`src/rtl/ics_pkg.sv`:
```
// Package: shared sizes and register addresses for the input-change interrupt unit.
// Assumes four monitored pins and two serial channels; the byte layouts depend on both.
package ics_pkg;
    parameter int NPINS  = 4;
    parameter int NCHAN  = 2;
    parameter int ADDR_W = 4;
    localparam int DATA_W = 2 * NPINS;

    localparam logic [ADDR_W-1:0] ADDR_CHG  = 4'h4;  // flags + live levels, read clears
    localparam logic [ADDR_W-1:0] ADDR_STAT = 4'h5;  // status byte, read only
    localparam logic [ADDR_W-1:0] ADDR_MASK = 4'h6;  // interrupt mask, write only
    localparam logic [ADDR_W-1:0] ADDR_ENA  = 4'h7;  // per-pin change enable, write only
endpackage

```
`src/rtl/ics_pin_detect.sv`:
```
// Module: two-flop synchronizer and transition detector, one slice per pin.
// Assumes pins are asynchronous; change_o is a one-cycle pulse after each sync transition.
module ics_pin_detect #(
    parameter int NPINS = 4
) (
    input  logic             clk,
    input  logic             rst_n,
    input  logic [NPINS-1:0] pins_raw,
    output logic [NPINS-1:0] level_o,
    output logic [NPINS-1:0] change_o
);
    genvar g;
    generate
        for (g = 0; g < NPINS; g++) begin : g_pin
            logic meta_q, sync_q, last_q;

            // Synchronize the raw pin and keep its previous synchronized level
            always_ff @(posedge clk) begin
                if (!rst_n) begin
                    meta_q <= 1'b0;
                    sync_q <= 1'b0;
                    last_q <= 1'b0;
                end else begin
                    meta_q <= pins_raw[g];
                    sync_q <= meta_q;
                    last_q <= sync_q;
                end
            end

            assign level_o[g]  = sync_q;
            assign change_o[g] = sync_q ^ last_q;
        end
    endgenerate
endmodule

```
`src/rtl/ics_change_flags.sv`:
```
// Module: per-pin sticky change flags and the gated port-change summary bit.
// Assumes clr_i is high for one cycle per clearing read; a same-cycle change wins over the clear.
module ics_change_flags #(
    parameter int NPINS = 4
) (
    input  logic             clk,
    input  logic             rst_n,
    input  logic [NPINS-1:0] change_i,
    input  logic [NPINS-1:0] enable_i,
    input  logic             clr_i,
    output logic [NPINS-1:0] flags_o,
    output logic             port_chg_o
);
    logic [NPINS-1:0] kept;
    logic             any_enabled;

    assign kept        = clr_i ? '0 : flags_o;
    assign any_enabled = |(change_i & enable_i);

    genvar g;
    generate
        for (g = 0; g < NPINS; g++) begin : g_flag
            // Hold or clear the flag, then set it on a detected change
            always_ff @(posedge clk) begin
                if (!rst_n) flags_o[g] <= 1'b0;
                else        flags_o[g] <= kept[g] | change_i[g];
            end
        end
    endgenerate

    // Summary bit: set by an enabled change, cleared by the same read as the flags
    always_ff @(posedge clk) begin
        if (!rst_n) port_chg_o <= 1'b0;
        else        port_chg_o <= (port_chg_o & ~clr_i) | any_enabled;
    end
endmodule

```
`src/rtl/ics_status_irq.sv`:
```
// Module: assembles the status byte, holds the sticky break bits, drives the masked interrupt.
// Assumes level sources are already synchronous; channel index 0 is A, 1 is B.
module ics_status_irq
    import ics_pkg::*;
(
    input  logic             clk,
    input  logic             rst_n,
    input  logic             port_chg_i,
    input  logic [NCHAN-1:0] tx_ready_i,
    input  logic [NCHAN-1:0] rx_ready_i,
    input  logic [NCHAN-1:0] brk_evt_i,
    input  logic [NCHAN-1:0] brk_clr_i,
    input  logic             ctr_ready_i,
    input  logic [7:0]       mask_i,
    output logic [7:0]       status_o,
    output logic             irq_n_o
);
    logic [NCHAN-1:0] brk_q;

    genvar c;
    generate
        for (c = 0; c < NCHAN; c++) begin : g_brk
            // Sticky break-change bit; a same-edge event beats the clear
            always_ff @(posedge clk) begin
                if (!rst_n) brk_q[c] <= 1'b0;
                else        brk_q[c] <= (brk_q[c] & ~brk_clr_i[c]) | brk_evt_i[c];
            end
        end
    endgenerate

    // Fixed bit order of the status byte
    always_comb begin
        status_o = {port_chg_i,
                    brk_q[1], rx_ready_i[1], tx_ready_i[1],
                    ctr_ready_i,
                    brk_q[0], rx_ready_i[0], tx_ready_i[0]};
    end

    assign irq_n_o = ~|(status_o & mask_i);
endmodule

```
`src/rtl/pin_change_irq.sv`:
```
// Module: top of the input-change interrupt status unit; register decode and submodule wiring.
// Assumes one bus access per cycle; bus_rdata is combinational and zero when not reading.
module pin_change_irq
    import ics_pkg::*;
(
    input  logic              clk,
    input  logic              rst_n,
    input  logic [ADDR_W-1:0] bus_addr,
    input  logic              bus_rd,
    input  logic              bus_wr,
    input  logic [DATA_W-1:0] bus_wdata,
    output logic [DATA_W-1:0] bus_rdata,
    input  logic [NPINS-1:0]  pins_in,
    input  logic              txa_ready,
    input  logic              rxa_ready,
    input  logic              brka_evt,
    input  logic              brka_clr,
    input  logic              ctr_ready,
    input  logic              txb_ready,
    input  logic              rxb_ready,
    input  logic              brkb_evt,
    input  logic              brkb_clr,
    output logic              irq_n
);
    logic [NPINS-1:0] lvl, chg, flags, en_q;
    logic [7:0]       mask_q, status;
    logic             port_chg, rd_clear;

    assign rd_clear = bus_rd && (bus_addr == ADDR_CHG);

    // Write-only mask and enable registers
    always_ff @(posedge clk) begin
        if (!rst_n) begin
            mask_q <= '0;
            en_q   <= '0;
        end else if (bus_wr) begin
            if (bus_addr == ADDR_MASK) mask_q <= bus_wdata;
            if (bus_addr == ADDR_ENA)  en_q   <= bus_wdata[NPINS-1:0];
        end
    end

    ics_pin_detect #(.NPINS(NPINS)) u_detect (
        .clk      (clk),
        .rst_n    (rst_n),
        .pins_raw (pins_in),
        .level_o  (lvl),
        .change_o (chg)
    );

    ics_change_flags #(.NPINS(NPINS)) u_flags (
        .clk        (clk),
        .rst_n      (rst_n),
        .change_i   (chg),
        .enable_i   (en_q),
        .clr_i      (rd_clear),
        .flags_o    (flags),
        .port_chg_o (port_chg)
    );

    ics_status_irq u_status (
        .clk         (clk),
        .rst_n       (rst_n),
        .port_chg_i  (port_chg),
        .tx_ready_i  ({txb_ready, txa_ready}),
        .rx_ready_i  ({rxb_ready, rxa_ready}),
        .brk_evt_i   ({brkb_evt, brka_evt}),
        .brk_clr_i   ({brkb_clr, brka_clr}),
        .ctr_ready_i (ctr_ready),
        .mask_i      (mask_q),
        .status_o    (status),
        .irq_n_o     (irq_n)
    );

    // Read data selection
    always_comb begin
        bus_rdata = '0;
        if (bus_rd) begin
            case (bus_addr)
                ADDR_CHG:  bus_rdata = {flags, lvl};
                ADDR_STAT: bus_rdata = status;
                default:   bus_rdata = '0;
            endcase
        end
    end
endmodule

```
`config.mk`:
```
export PLATFORM = sky130hd
export DESIGN_NAME = pin_change_irq
export DESIGN_NICKNAME = d
export VERILOG_FILES = /design/src/rtl/ics_pkg.sv /design/src/rtl/ics_pin_detect.sv /design/src/rtl/ics_change_flags.sv /design/src/rtl/ics_status_irq.sv /design/src/rtl/pin_change_irq.sv
export SDC_FILE = /design/constraint.sdc
export NUM_CORES = 1
export LEC_CHECK = 0
export CAP_MARGIN = 30
export CORE_ASPECT_RATIO = 2
export CORE_MARGIN = 2
export CORE_UTILIZATION = 40
export CTS_CLUSTER_DIAMETER = 120
export DETAILED_ROUTE_END_ITERATION = 8
export PLACE_DENSITY = 0.7
export SYNTH_ARGS = -nofsm -noshare
export SYNTH_HDL_FRONTEND = slang
export SYNTH_SLANG_ARGS = --single-unit
```
`constraint.sdc`:
```
create_clock -name clk -period 2.5 [get_ports clk]
set_input_delay 0.5 -clock clk [delete_from_list [all_inputs] [get_ports clk]]
set_output_delay 0.5 -clock clk [all_outputs]
set_load 0.1 [all_outputs]
```
==> results_dict.tcl, run 1 <==
set metrics [dict create \
    status "completed" \
    ir_drop_uv 604 \
    pwr-share-seq_pct 47.8 \
    switching_power_uw 259 \
    clock_skew_ps 7.37 \
    setup_violations 0 \
    yosysWarnings 0 \
    post-route-period-util_pct 97.7 \
    drt-pass1-iter-count 4 \
    p_leak_nw 0.661 \
    dpl_cell_area_sq_mm 0.00173 \
    core-area_sq_mm 0.00298 \
    utilization_pct 61.9 \
    grt_antenna_before_repair 0 \
    synthToLayoutAreaGrowth_pct 48.1 \
    clk_latency_ps 290 \
    synth-edff-count 0 \
    synth_top_area_cell "dfxtp_1" \
    hold_buffers 0 \
    worstSetupStartpoint "bus_addr[3]" \
    critPathRequiredTime_ps 2000 \
    hold_viol_final 0 \
    p_per_area_mw_per_mm2 592 \
    syn_area_sq_mm 0.00124 \
    path_max_fanout 8 \
    ant_nets 0 \
    clk_pin_slew_ps 60 \
    fin_crit_ps 2440 \
    max_slew_margin_pct 71.2 \
    syn_inst 132 \
    synth.top_cell.area_share_pct 49.8 \
    cts-root-buf "clkbuf_8" \
    ff_latch_area_sq_um 621 \
    cp-end-kind "output pin" \
    die_x_um 43.5 \
    intPower_uw 832 \
    worstSetupPathType "input port to output pin" \
    drt_iter0_drc 31 \
    clock-sinks 31 \
    ys_dominant_reg_cell "dfxtp_1" \
    gp_congestion 0.753 \
    async_flop_share_pct 0 \
    crit_arrival_ps 1940 \
    globalRoute.totalOverflow 0 \
    via_count 1182 \
    place_inst 197 \
    multi_input_area_sq_um 558 \
    wl_um 3190 \
    r2r-start "u_detect.g_pin[3].sync_q$_SDFF_PN0_" \
    synthTopCellsByCount "31 x dfxtp_1, 18 x a21oi_1, 16 x o21ai_0" \
    hold_class "register to register" \
    drive_above_1_share_pct 14.3 \
    port_buffers 37 \
    grt_pass1_wl_um 5240 \
    power_frac_clock_pct 40.3 \
    avgSynthCellArea_sq_um 9.43 \
    hold_start "u_detect.g_pin[3].meta_q$_SDFF_PN0_" \
    crit_path_start_kind "input port" \
    start_util_pct 41.8 \
    yosys.cell_count.top_type "dfxtp_1" \
    comb_power_share_pct 12.0 \
    rsz0062_at_grt "no" \
    finalNonFillerCells 205 \
    viasPerCell 5.77 \
    clock.fmax_mhz 409 \
    clockBufferDepth 2 \
    die_y_um 82.9 \
    nFillCells 253 \
    tritoncts "yes" \
    io_pins 38 \
    slew_violations 0 \
    final_nets 203 \
    ys_types 23 \
    htree_levels 2 \
    power_mw 1.09 \
    avgRoutedWirePerCell_um 15.6 \
    syn_nets 161 \
    track_usage_pct 19.3 \
    worstMarginPinSlew_ps 430 \
    layout_setup_ws_ps 57.1 \
    yosys_register_bits 31 \
    grt_pass1_vias 1248 \
    yosysSeqAreaShare_pct 49.8 \
    pre_cts_ws_ps -5.05 \
    synth.area.top_cells "dfxtp_1 50%, a21oi_1 7.2%, o21ai_0 6.4%, and2_1 6.0%, a22o_1 5.6%" \
    grt_max_degree 19 \
    diodes 0 \
    dp_hpwl_um 2310 \
    rows 28 \
    dieArea_sq_mm 0.00360 \
    cap_violations 0 \
    cts_buffers 5 \
    p_sw_share_pct 23.8 \
    post_cts_buffers 0 \
    final_cell_area_sq_mm 0.00184 \
    drcViolationCount 0 \
]
## routing by layer
layer	global-route usage (%)	wire length, um
met3	6.09	231
met2	34.3	1730
met1	18.5	1140
met4	10.5	89
met5	0	0
## logic make-up after synthesis
family                 synth area share (%)
AO/OA/AOI/OAI                          24.0
XOR/XNOR                               2.81
flip-flops                             49.8
buffers and inverters                  6.13
AND/OR/NAND/NOR                        17.2
## timing repair
action                     in CTS  in global routing
setup endpoints to repair       7                  0
gates resized for setup         2                  0
hold endpoints to repair        0                  0
## layout make-up
| class | instances | area share, % |
|---|---|---|
| repair buffers | 42 | 27.0 |
| clock buffers | 8 | 5.43 |
| flip-flops and latches | 31 | 33.6 |
| well taps | 30 | 2.04 |
| inverters | 8 | 1.63 |
| multi-input cells | 86 | 30.3 |
## flip-flops by register name, summed over array words and instances, names as in the netlist
register,cells
u_flags.flags_o,4
mask_q,8
u_detect.g_pin.meta_q,4
u_detect.g_pin.last_q,4
u_status.status_o,2
u_detect.g_pin.sync_q,4
u_flags.port_chg_o,1
en_q,4
## layout by cell type (no fill, tap or decap)
| cell type | instances |
|---|---|
| nor2_4 | 2 |
| nor2_1 | 2 |
| clkinv_1 | 1 |
| nand3_1 | 12 |
| nand4bb_4 | 1 |
| nand4b_1 | 1 |
| xnor2_1 | 4 |
| and4b_4 | 1 |
| a22oi_1 | 4 |
| inv_1 | 7 |
| o31a_1 | 1 |
| o21a_1 | 1 |
| a21oi_1 | 18 |
| o21ai_0 | 16 |
| a22o_1 | 8 |
| dfxtp_1 | 31 |
| clkbuf_1 | 1 |
| and4_1 | 1 |
| clkbuf_8 | 7 |
| o22ai_1 | 2 |
| and2_1 | 12 |
| buf_4 | 5 |
| buf_12 | 9 |
| clkdlybuf4s50_1 | 28 |
## power by group through the flow
stage | clock network (mW) | logic, mW | registers (mW)
final | 0.440 | 0.131 | 0.521
after global routing | 0.465 | 0.140 | 0.523
after CTS | 0.443 | 0.131 | 0.521
after detailed placement | 0 | 0.129 | 0.532
after global placement | 0 | 0.126 | 0.532
after floorplan | 0 | 0.0591 | 0.529
## critical path, cell delays in order
cell and delay, ps:
clkdlybuf4s50_1 450, nand4bb_4 330, nor2_4 240, a22o_1 240, buf_12 190
## stage by stage
step | hold slack (ps) | TNS (ps)
after floorplan | 412 | 0
after global placement | 415 | 0
after detailed placement | 421 | -5.05
after CTS | 437 | 0
after global routing | 455 | 0
final | 434 | 0
## worst paths after layout
kind	cells after the start	to	slack, ps
worst max register to register	3	u_flags.port_chg_o$_SDFF_PN0_	1400
worst min register to register	1	u_detect.g_pin[3].sync_q$_SDFF_PN0_	430
worst max-delay path	5	bus_rdata[7]	60
worst min-delay path	1	u_detect.g_pin[3].sync_q$_SDFF_PN0_	430
No activity file was read; power rests on OpenSTA's default activity.
==> run 2: changes to the inputs <==
clock period = 2.6 ns   (was 2.5 ns; I/O delays follow)
==> run 2 against run 1 <==
  * First-iteration DRC count decreased by 9.7%
  * Non-clock buffer count fell by 2
  * Sequential power fell by 4%
  * Sequential share of layout area is 0.51 points higher
  * Setup slack improved by 100 ps
  * Clock-buffer cell count decreased by 2
  * Register-to-register slack better by 110 ps
  * Sequential cell count unchanged
  * Clock power decreased by 15%
  * Largest cell class unchanged
==> results_dict.tcl, run 2 (same netlist as run 1, synthesis figures left out) <==
set metrics [dict create \
    status "completed" \
    crit_path_start_kind "input port" \
    hold_viol_final 0 \
    crit_family "buffers and inverters" \
    cpPeakStageDelay_ps 620 \
    fin_crit_ps 2440 \
    htree_levels 2 \
    post_cts_buffers 0 \
    dieArea_sq_mm 0.00360 \
    synthToLayoutAreaGrowth_pct 45.9 \
    cp-end-kind "output pin" \
    largest_reg_flops 8 \
    hold_class "register to register" \
    path_max_fanout 8 \
    drcViolationCount 0 \
    nFillCells 250 \
    max_slew_margin_pct 67.7 \
    timing.setup.tns_ps 0 \
    drive_above_1_share_pct 13.4 \
    globalRoute.totalOverflow 0 \
    via_count 1125 \
    worstPathCellList "clkdlybuf4s50_1 > inv_1 > nor2_4 > a22o_1 > buf_12" \
    port_buffers 37 \
    place_inst 195 \
    crit_buf_inv 3 \
    ir_drop_uv 431 \
    final_cell_mix "31 x dfxtp_1, 28 x clkdlybuf4s50_1, 18 x a21oi_1" \
    rows 28 \
    crit_slowest_cell "clkdlybuf4s50_1" \
    grt_pass1_wl_um 5030 \
    grt_antenna_before_repair 0 \
    cts-root-buf "clkbuf_8" \
    cap_violations 0 \
    mostFrequentLayoutCell "dfxtp_1" \
    post-route-period-util_pct 94.0 \
    dp_hpwl_um 2230 \
    p_per_area_mw_per_mm2 549 \
    setup_violations 0 \
    ant_nets 0 \
    io_pins 38 \
    cts_buffers 5 \
    die_y_um 82.9 \
    cp_num_cells 5 \
    worstMarginPinSlew_ps 482 \
    core-area_sq_mm 0.00298 \
    drt-pass1-iter-count 4 \
    gp_congestion 0.753 \
    clockBufferDepth 2 \
    ff2ff_path_depth 3 \
    tritoncts "yes" \
    start_util_pct 41.8 \
    clk_pin_slew_ps 60 \
    clk_latency_ps 280 \
    final_nets 201 \
    largest-register "mask_q" \
    hold_path_depth 1 \
    wl_um 3030 \
    rsz0062_at_grt "no" \
    diodes 0 \
    critPathRequiredTime_ps 2080 \
    avgRoutedWirePerCell_um 15.0 \
    grt_max_degree 19 \
    slew_violations 0 \
    clock_skew_ps 3.93 \
    grt_pass1_vias 1131 \
    finalNonFillerCells 202 \
    viasPerCell 5.57 \
    worstSetupPathType "input port to output pin" \
    drt_iter0_drc 28 \
    die_x_um 43.5 \
    p_leak_nw 0.647 \
    clock.fmax_mhz 409 \
    clock-sinks 31 \
    crit_arrival_ps 1920 \
    track_usage_pct 18.7 \
]
## run 2: changes by cell type in the layout (fill, tap and decap cells not counted)
cell	delta
buf_4	-2
clkbuf_1	-1
clkbuf_8	-1
clkinv_2	+1
## run 2: repair_timing
item                       4_1_cts  5_1_grt
gates resized for setup          0        2
hold buffers                     0        0
setup endpoints to repair        0        2
## run 2: where the power goes
part / switching [mW] / total, mW / internal, mW
sequential: 0.00938 / 0.501 / 0.492
combinational: 0.0571 / 0.123 / 0.0654
clock: 0.166 / 0.374 / 0.207
## run 2: per-stage QoR
step	hold slack [ps]	setup WS (ps)	instance area, sq um	power, mW	util, %
6_report	438	157	1820	0.997	61.0
5_1_grt	462	73.6	1820	1.04	61.0
4_1_cts	442	75.0	1810	1.01	60.7
3_5_place_dp	429	75.7	1720	0.633	57.7
3_3_place_gp	416	140	1720	0.630	57.7
2_1_floorplan	412	277	1240	0.565	-
## run 2: worst reg2reg max path: stages (launching register included)
cell and delay [ps]:
dfxtp_1 340, xnor2_1 250, o22ai_1 120, o31a_1 280
## run 2: layer usage
| metal | vias up | GRT usage (%) | part of all wire (%) |
|---|---|---|---|
| met5 | - | 0 | 0 |
| met4 | 0 | 11.0 | 2.8 |
| met3 | 9 | 5.87 | 7.8 |
| met2 | 44 | 31.6 | 54 |
| met1 | 525 | 19.0 | 35 |
| li1 | 547 | - | - |
## run 2: area by class of cell
type / instances / area (sq um) / area share, %
clock inverter: 1 / 5.00 / 0.275
tap: 30 / 37.5 / 2.07
multi-input combinational: 86 / 558 / 30.7
timing repair buffer: 40 / 483 / 26.6
inverter: 8 / 30.0 / 1.65
sequential: 31 / 621 / 34.2
clock buffer: 6 / 82.6 / 4.55
## run 2: final timing paths
| check | from | end | slack [ps] |
|---|---|---|---|
| max | bus_addr[0] | bus_rdata[6] | 160 |
| min | u_detect.g_pin[1].meta_q$_SDFF_PN0_ | u_detect.g_pin[1].sync_q$_SDFF_PN0_ | 440 |
| min reg2reg | u_detect.g_pin[1].meta_q$_SDFF_PN0_ | u_detect.g_pin[1].sync_q$_SDFF_PN0_ | 440 |
| max reg2reg | u_detect.g_pin[3].sync_q$_SDFF_PN0_ | u_flags.port_chg_o$_SDFF_PN0_ | 1510 |
